===== src/rtl/wul_pkg.sv =====
package wul_pkg;

   typedef enum logic [1:0] {
      ST_IDLE = 2'd0,
      ST_ARM1 = 2'd1,
      ST_ARM2 = 2'd2,
      ST_OPEN = 2'd3
   } wul_state_e;

endpackage


===== src/rtl/wul_timer.sv =====
module wul_timer #(
   parameter int unsigned WINDOW_CYC = 25000
) (
   input  logic clk,
   input  logic rst_n,
   input  logic run,
   input  logic restart,
   output logic expired
);
   localparam int unsigned CW = $clog2(WINDOW_CYC + 1);
   localparam logic [CW-1:0] LAST = CW'(WINDOW_CYC - 1);

   logic [CW-1:0] cnt;

   always_ff @(posedge clk) begin
      if (!rst_n)
         cnt <= '0;
      else if (!run || restart)
         cnt <= '0;
      else if (cnt != LAST)
         cnt <= cnt + 1'b1;
   end

   assign expired = run && !restart && (cnt == LAST);
endmodule


===== src/rtl/wul_seq_fsm.sv =====
module wul_seq_fsm
   import wul_pkg::*;
#(
   parameter int unsigned ADDR_W     = 15,
   parameter int unsigned DATA_W     = 8,
   parameter int unsigned CMD_ADDR_A = 'h5555,
   parameter int unsigned CMD_ADDR_B = 'h2AAA,
   parameter int unsigned KEY1       = 'hAA,
   parameter int unsigned KEY2       = 'h55,
   parameter int unsigned KEY3       = 'hA0
) (
   input  logic              clk,
   input  logic              rst_n,
   input  logic              wr_valid,
   input  logic [ADDR_W-1:0] wr_addr,
   input  logic [DATA_W-1:0] wr_data,
   input  logic              prog_busy,
   input  logic              expired,
   output logic              armed,
   output logic              unlocked,
   output logic              take,
   output logic              commit_q
);
   wul_state_e st, nxt;
   logic       have_data;
   logic       fire_commit;
   logic       hit1, hit2, hit3;

   assign hit1 = (wr_addr == ADDR_W'(CMD_ADDR_A)) && (wr_data == DATA_W'(KEY1));
   assign hit2 = (wr_addr == ADDR_W'(CMD_ADDR_B)) && (wr_data == DATA_W'(KEY2));
   assign hit3 = (wr_addr == ADDR_W'(CMD_ADDR_A)) && (wr_data == DATA_W'(KEY3));

   always_comb begin
      nxt         = st;
      take        = 1'b0;
      fire_commit = 1'b0;
      if (prog_busy) begin
         nxt = ST_IDLE;
      end else begin
         case (st)
            ST_IDLE: if (wr_valid && hit1) nxt = ST_ARM1;
            ST_ARM1: begin
               if (wr_valid)     nxt = hit2 ? ST_ARM2 : ST_IDLE;
               else if (expired) nxt = ST_IDLE;
            end
            ST_ARM2: begin
               if (wr_valid)     nxt = hit3 ? ST_OPEN : ST_IDLE;
               else if (expired) nxt = ST_IDLE;
            end
            ST_OPEN: begin
               if (wr_valid) begin
                  take = 1'b1;
               end else if (expired) begin
                  nxt         = ST_IDLE;
                  fire_commit = have_data;
               end
            end
            default: nxt = ST_IDLE;
         endcase
      end
   end

   always_ff @(posedge clk) begin
      if (!rst_n) begin
         st        <= ST_IDLE;
         have_data <= 1'b0;
         commit_q  <= 1'b0;
      end else begin
         st        <= nxt;
         have_data <= (nxt == ST_OPEN) && (have_data || take);
         commit_q  <= fire_commit;
      end
   end

   assign armed    = (st != ST_IDLE);
   assign unlocked = (st == ST_OPEN);
endmodule


===== src/rtl/wul_fwd_reg.sv =====
module wul_fwd_reg #(
   parameter int unsigned ADDR_W = 15,
   parameter int unsigned DATA_W = 8
) (
   input  logic              clk,
   input  logic              rst_n,
   input  logic              take,
   input  logic [ADDR_W-1:0] in_addr,
   input  logic [DATA_W-1:0] in_data,
   output logic              out_valid,
   output logic [ADDR_W-1:0] out_addr,
   output logic [DATA_W-1:0] out_data
);
   always_ff @(posedge clk) begin
      if (!rst_n) begin
         out_valid <= 1'b0;
         out_addr  <= '0;
         out_data  <= '0;
      end else begin
         out_valid <= take;
         if (take) begin
            out_addr <= in_addr;
            out_data <= in_data;
         end
      end
   end
endmodule


===== src/rtl/wr_unlock_guard.sv =====
module wr_unlock_guard #(
   parameter int unsigned ADDR_W     = 15,
   parameter int unsigned DATA_W     = 8,
   parameter int unsigned CLK_KHZ    = 250000,
   parameter int unsigned WINDOW_US  = 100,
   parameter int unsigned CMD_ADDR_A = 'h5555,
   parameter int unsigned CMD_ADDR_B = 'h2AAA,
   parameter int unsigned KEY1       = 'hAA,
   parameter int unsigned KEY2       = 'h55,
   parameter int unsigned KEY3       = 'hA0
) (
   input  logic              clk,
   input  logic              rst_n,
   input  logic              wr_valid,
   input  logic [ADDR_W-1:0] wr_addr,
   input  logic [DATA_W-1:0] wr_data,
   input  logic              prog_busy,
   output logic              unlocked,
   output logic              fwd_valid,
   output logic [ADDR_W-1:0] fwd_addr,
   output logic [DATA_W-1:0] fwd_data,
   output logic              burst_commit
);
   localparam int unsigned WINDOW_CYC = (CLK_KHZ * WINDOW_US) / 1000;

   generate
      if (WINDOW_CYC < 2) begin : g_bad_window
         $error("wr_unlock_guard: window must be at least 2 cycles");
      end
      if (ADDR_W < 2 || ADDR_W > 32) begin : g_bad_addr_w
         $error("wr_unlock_guard: ADDR_W out of range");
      end
      if (DATA_W < 2 || DATA_W > 32) begin : g_bad_data_w
         $error("wr_unlock_guard: DATA_W out of range");
      end
      if (CMD_ADDR_A == CMD_ADDR_B) begin : g_bad_cmd_addr
         $error("wr_unlock_guard: the two command addresses must differ");
      end
      if (KEY1 == KEY3) begin : g_bad_keys
         $error("wr_unlock_guard: first and third keys must differ");
      end
   endgenerate

   logic armed, expired, take, restart;

   assign restart = wr_valid && !prog_busy;

   wul_timer #(.WINDOW_CYC(WINDOW_CYC)) u_timer (
      .clk     (clk),
      .rst_n   (rst_n),
      .run     (armed),
      .restart (restart),
      .expired (expired)
   );

   wul_seq_fsm #(
      .ADDR_W(ADDR_W), .DATA_W(DATA_W),
      .CMD_ADDR_A(CMD_ADDR_A), .CMD_ADDR_B(CMD_ADDR_B),
      .KEY1(KEY1), .KEY2(KEY2), .KEY3(KEY3)
   ) u_fsm (
      .clk       (clk),
      .rst_n     (rst_n),
      .wr_valid  (wr_valid),
      .wr_addr   (wr_addr),
      .wr_data   (wr_data),
      .prog_busy (prog_busy),
      .expired   (expired),
      .armed     (armed),
      .unlocked  (unlocked),
      .take      (take),
      .commit_q  (burst_commit)
   );

   wul_fwd_reg #(.ADDR_W(ADDR_W), .DATA_W(DATA_W)) u_fwd (
      .clk       (clk),
      .rst_n     (rst_n),
      .take      (take),
      .in_addr   (wr_addr),
      .in_data   (wr_data),
      .out_valid (fwd_valid),
      .out_addr  (fwd_addr),
      .out_data  (fwd_data)
   );
endmodule


===== config.mk =====
export PLATFORM = sky130hd
export DESIGN_NAME = wr_unlock_guard
export DESIGN_NICKNAME = d
export VERILOG_FILES = /design/src/rtl/wul_pkg.sv /design/src/rtl/wul_timer.sv /design/src/rtl/wul_seq_fsm.sv /design/src/rtl/wul_fwd_reg.sv /design/src/rtl/wr_unlock_guard.sv
export SDC_FILE = /design/constraint.sdc
export NUM_CORES = 1
export LEC_CHECK = 0
export CAP_MARGIN = 10
export CORE_ASPECT_RATIO = 1.4
export CORE_MARGIN = 4
export CORE_UTILIZATION = 30
export DETAILED_ROUTE_END_ITERATION = 7
export DONT_BUFFER_PORTS = 1
export GPL_ROUTABILITY_DRIVEN = 0
export HOLD_SLACK_MARGIN = 0.12
export PLACE_DENSITY = 0.42
export SKIP_CTS_REPAIR_TIMING = 1
export SLEW_MARGIN = 10
export SYNTH_ARGS = -nofsm -noshare
export SYNTH_HDL_FRONTEND = slang
export SYNTH_SLANG_ARGS = --single-unit

===== constraint.sdc =====
create_clock -name clk -period 3.34 [get_ports clk]
set_clock_uncertainty 0.15 [all_clocks]
set_input_delay 1.002 -clock clk [delete_from_list [all_inputs] [get_ports clk]]
set_output_delay 1.002 -clock clk [all_outputs]
set_load 0.02 [all_outputs]

# == Word level (Yosys, flattened, before mapping) ==
# Index checks and enable logic that the tools add are counted.
# word_totals
regBits,43
latch_bits,0
mem_bits_rw,0
rom_bits,0
memories,0
# op_classes
addsub,1
multipliers,0
div_mod_pow,0
order_cmp,0
eq_ne,11
shift,0
n_mux,12
bitwise,3
reduce_logical,17
# op_table
cell,count
15-bit equality test (second input constant),2
8-bit equality test (second input constant),2
2-bit 2-to-1 mux,8
15-bit by 1-bit adder with 15-bit output (second input constant),1
15-bit by 14-bit equality test with 1-bit output (second input constant),1
15-bit inequality test (second input constant),1
8-bit by 7-bit equality test with 1-bit output (second input constant),1
1-bit logical AND,8
2-bit one-hot mux with 4 select lines,1
2-bit equality test (second input constant),3
5-bit OR reduction,1
1-bit zero test,3
1-bit 2-to-1 mux,3
1-bit NOT,3
2-bit by 1-bit equality test with 1-bit output (second input constant),1
2-bit zero test,1
1-bit logical OR,2
2-bit nonzero test,1
2-bit OR reduction,1

# == Longest topological paths before layout ==
# depth
ltp_word,11
depth_mapped,7

# == Cells and area by module ==
# Synthesis repeated with hierarchy kept, for this count alone.
# hier_totals
hier_cells,205
area_unflattened_um2,2042.0
# by_module_without_submodules
mod,instances,cells_each,area_each_um2
wul_fwd_reg,1,76,919.6
wul_timer,1,84,720.7
wul_seq_fsm,1,44,387.9
wr_unlock_guard,1,1,13.8

# == Worst setup path before layout ==
# Ideal clock, no wire load.
# synth_timing
path_type,input -> register
from,in wr_data[0]
to,reg u_fsm.have_data
setup_time_ps,96
arrival_ps,2142
required_time_ps,3094
slack_ps,952
path_stages,5
n_path_buf,0
cell_sequence,nor4b_1 -> nand4_1 -> nor4_1 -> a21oi_1 -> nor4b_1
# synth_via
elab_chain_cells,8
word_cells_on_any_way,16
classes_between,eq/ne (4); mux (7); reduce/logical (5)
# synth_lines
element,line,text
"start, declared",wr_unlock_guard.sv:16,"input logic [DATA_W-1:0] wr_data,"
"8-bit equality test, or another cell as far along",wul_seq_fsm.sv:31,assign hit3 = (wr_addr == ADDR_W'(CMD_ADDR_A)) && (wr_data == DATA_W'(KEY3));
"1-bit logical AND, on equally long branches","wul_seq_fsm.sv:31, wul_seq_fsm.sv:29, wul_seq_fsm.sv:30",
"2-bit 2-to-1 mux, or another cell as far along",wul_seq_fsm.sv:47,if (wr_valid) nxt = hit3 ? ST_OPEN : ST_IDLE;
"2-bit 2-to-1 mux, on equally long branches","wul_seq_fsm.sv:47, wul_seq_fsm.sv:41, wul_seq_fsm.sv:43",
2-bit one-hot mux with 4 select lines *,wul_seq_fsm.sv:40,case (st)
2-bit 2-to-1 mux *,wul_seq_fsm.sv:37,if (prog_busy) begin
2-bit equality test *,wul_seq_fsm.sv:70,have_data <= (nxt == ST_OPEN) && (have_data || take);
1-bit logical AND *,wul_seq_fsm.sv:70,
"end signal, assigned",wul_seq_fsm.sv:70,
"end, declared",wul_seq_fsm.sv:25,logic have_data;
# Mark *: on every way between the ends. The rest lies on a longest branch, timed or not.
# A chain may end at the register's enable or synchronous reset.

# == Worst setup path after layout ==
# Ends and elaborated chain as after synthesis.

==> run summary <==
sequential share of the synthesized area -> 0.447
Critical Path RT -> 3.39 ns
number of synthesis warnings -> 0
top_reg_cell synth -> dfxtp_1
period utilization -> 0.727
crit path time final -> 2.43 ns
drt pass-1 iters -> 4
Synth Cell Area -> 1930 um2
chip width -> 75.7 um
Clock Path Buffers -> 2
Post-synth EDFFs -> 0
status -> completed
Cell variety after synth -> 33
first-pass GRT wire length -> 8420 um
Fin. Hold Viols -> 0
dpl hpwl -> 3770 um
Reg clk slew, reported paths -> 0.08 ns
Peak Freq -> 412 MHz
Startpoint Class -> primary input
IO buf count -> 0
RSZ-0062 raised after global routing -> false
WL/cell -> 16.3 um
LEAKAGE -> 0.662 nW
Final Non-Filler Cells -> 303
Antenna Nets Post-Route -> 0
pin count of the biggest net entering global routing -> 28
overall power -> 0.945 mW
Synth async-reset ratio -> 0
TritonCTS clock tree -> built
Overall Global Routing Usage -> 0.143
DR vias/cell -> 5.27
Setup TNS -> 0 ns
H-tree levels -> 2
PD cells -> 446 nW/um2
gr ovfl total -> 0
antenna violations before repair -> 0
dpl cells -> 295
Mean Syn Cell Area -> 8.38 um2
Worst setup EP type -> flop
worst hold slack -> 0.335 ns
fin. max-slew vios -> 0
Sink Count -> 43
Finished Cell Area -> 2120 um2
Hold/Removal Path Class -> flop to flop
Rows -> 34
I/O pins -> 53
worst-margin pin slew -> 0.786 ns
Slew HR -> 0.475
nets@finish -> 258
diodes inserted -> 0
Max-cap violations -> 0
Core ar. -> 6210 um2
Crit path arrival time -> 2.48 ns
area of the multi-input gates -> 1030 um2
WL final -> 4950 um
Starting DRT DRC Count -> 54
worst-path maximum fanout -> 3
syn_nets -> 258
# fillers -> 687
initial core utilization -> 0.310
Die Y -> 103 um
CP Class -> primary input to flop
worst skew pair latency -> 0.29 ns
die area -> 7790 um2
layout cell share with drive strength beyond 1 -> 0.0563
# setup viols final -> 0
vias in the first global route -> 1,613
Remaining DRCs -> 0
root buffer cell -> clkbuf_8
Num CTS Buffers -> 5
FF+latch count, synth -> 43
Area Growth Syn to Fin -> 9.81%
vias -> 1,597
placed cell area -> 2000 um2
Post-Synthesis Cells -> 230
peak supply drop -> 0.190 mV
register area -> 861 um2
-- registers in the layout, summed over array words and instances, names as in the netlist --
| register | count |
|---|---|
| u_fwd.out_addr | 15 |
| u_timer.cnt | 15 |
| u_fwd.out_data | 8 |
| u_fsm.st | 2 |
| u_fsm.commit_q | 1 |
| u_fsm.have_data | 1 |
| u_fwd.out_valid | 1 |
-- synthesized netlist by cell type, drive strengths merged (3+ instances only) --
| cell type | instances | area [um2] |
|---|---|---|
| a21boi | 23 | 173 |
| a21oi | 6 | 33.8 |
| and3 | 3 | 18.8 |
| and3b | 3 | 26.3 |
| clkbuf | 7 | 26.3 |
| dfxtp | 43 | 861 |
| nand2 | 58 | 218 |
| nand3 | 5 | 25.0 |
| nand4 | 8 | 50.1 |
| nor2 | 20 | 75.1 |
| nor3 | 6 | 30.0 |
| nor4 | 4 | 31.3 |
| nor4b | 3 | 26.3 |
| nor4bb | 6 | 60.1 |
| xnor2 | 8 | 70.1 |
| xor2 | 5 | 43.8 |
-- cell families after synthesis --
| logic type | Yosys count | share of synthesized area |
|---|---|---|
| simple gates | 127 | 0.336 |
| flops | 43 | 0.447 |
| xor+xnor | 13 | 0.0591 |
| compound gates | 36 | 0.132 |
| fa+ha+maj | 1 | 0.00649 |
| buf+inv | 10 | 0.0201 |
-- worst paths after layout --
| path | endpoint | cells after the start | slack, ns | from |
|---|---|---|---|---|
| worst max-delay path | u_fsm.have_data | 5 | 0.91 | wr_data[0] |
| worst min-delay path | u_fsm.commit_q | 2 | 0.33 | u_fsm.have_data |
| worst max register to register | u_fsm.st[1] | 5 | 0.99 | u_timer.cnt[10] |
| worst min register to register | u_fsm.commit_q | 2 | 0.33 | u_fsm.have_data |
-- per-stage QoR --
stage	worst slack (ns)	utilization
after global placement	0.666	0.322
after floorplan	0.952	-
after CTS	0.862	0.341
final	0.911	0.341
after global routing	0.616	0.341
after detailed placement	0.543	0.322
-- per-layer routing --
layer / vias to the layer above / global-route usage / wire (um)
met4: 0 / 0.0552 / 89
met2: 49 / 0.228 / 2520
met1: 743 / 0.169 / 1940
met5: - / 0 / 0
li1: 796 / - / -
met3: 9 / 0.0605 / 395
-- placed cells by master, fill, tap and decap left out, drive strengths merged, types with 2 or more instances in the layout --
cell type  instances
dfxtp             43
a21oi              6
nand2             58
clkbuf             6
xor2               5
nand3              5
xnor2              8
o31ai              2
nand4              8
nor3               6
nand2b             2
nor4bb             6
nor4               4
nor4b              3
inv                2
and3               3
or4                2
nor2              20
nor2b              2
o211ai             2
o21ai              2
and3b              3
a21boi            23
-- layout make-up --
type,instances,area share
Clock buffer,6,0.0390
Timing Repair Buffer,1,0.00355
Clock inverter,2,0.0166
Multi-Input combinational cell,177,0.488
Inverter,2,0.00355
Tap cell,72,0.0426
Sequential cell,43,0.407
-- worst max-delay path, cell delays in order --
cell,delay (ns)
nor4b_1,0.38
nand4_1,0.19
nor4_1,0.46
a21oi_1,0.17
nor4b_1,0.28
-- where the power goes --
| group | switching (mW) | total [mW] | internal (mW) |
|---|---|---|---|
| combinational | 0.00365 | 0.0133 | 0.00961 |
| clock | 0.177 | 0.419 | 0.242 |
| sequential | 0.00000000148 | 0.512 | 0.512 |
No activity file was read; power rests on OpenSTA's default activity.
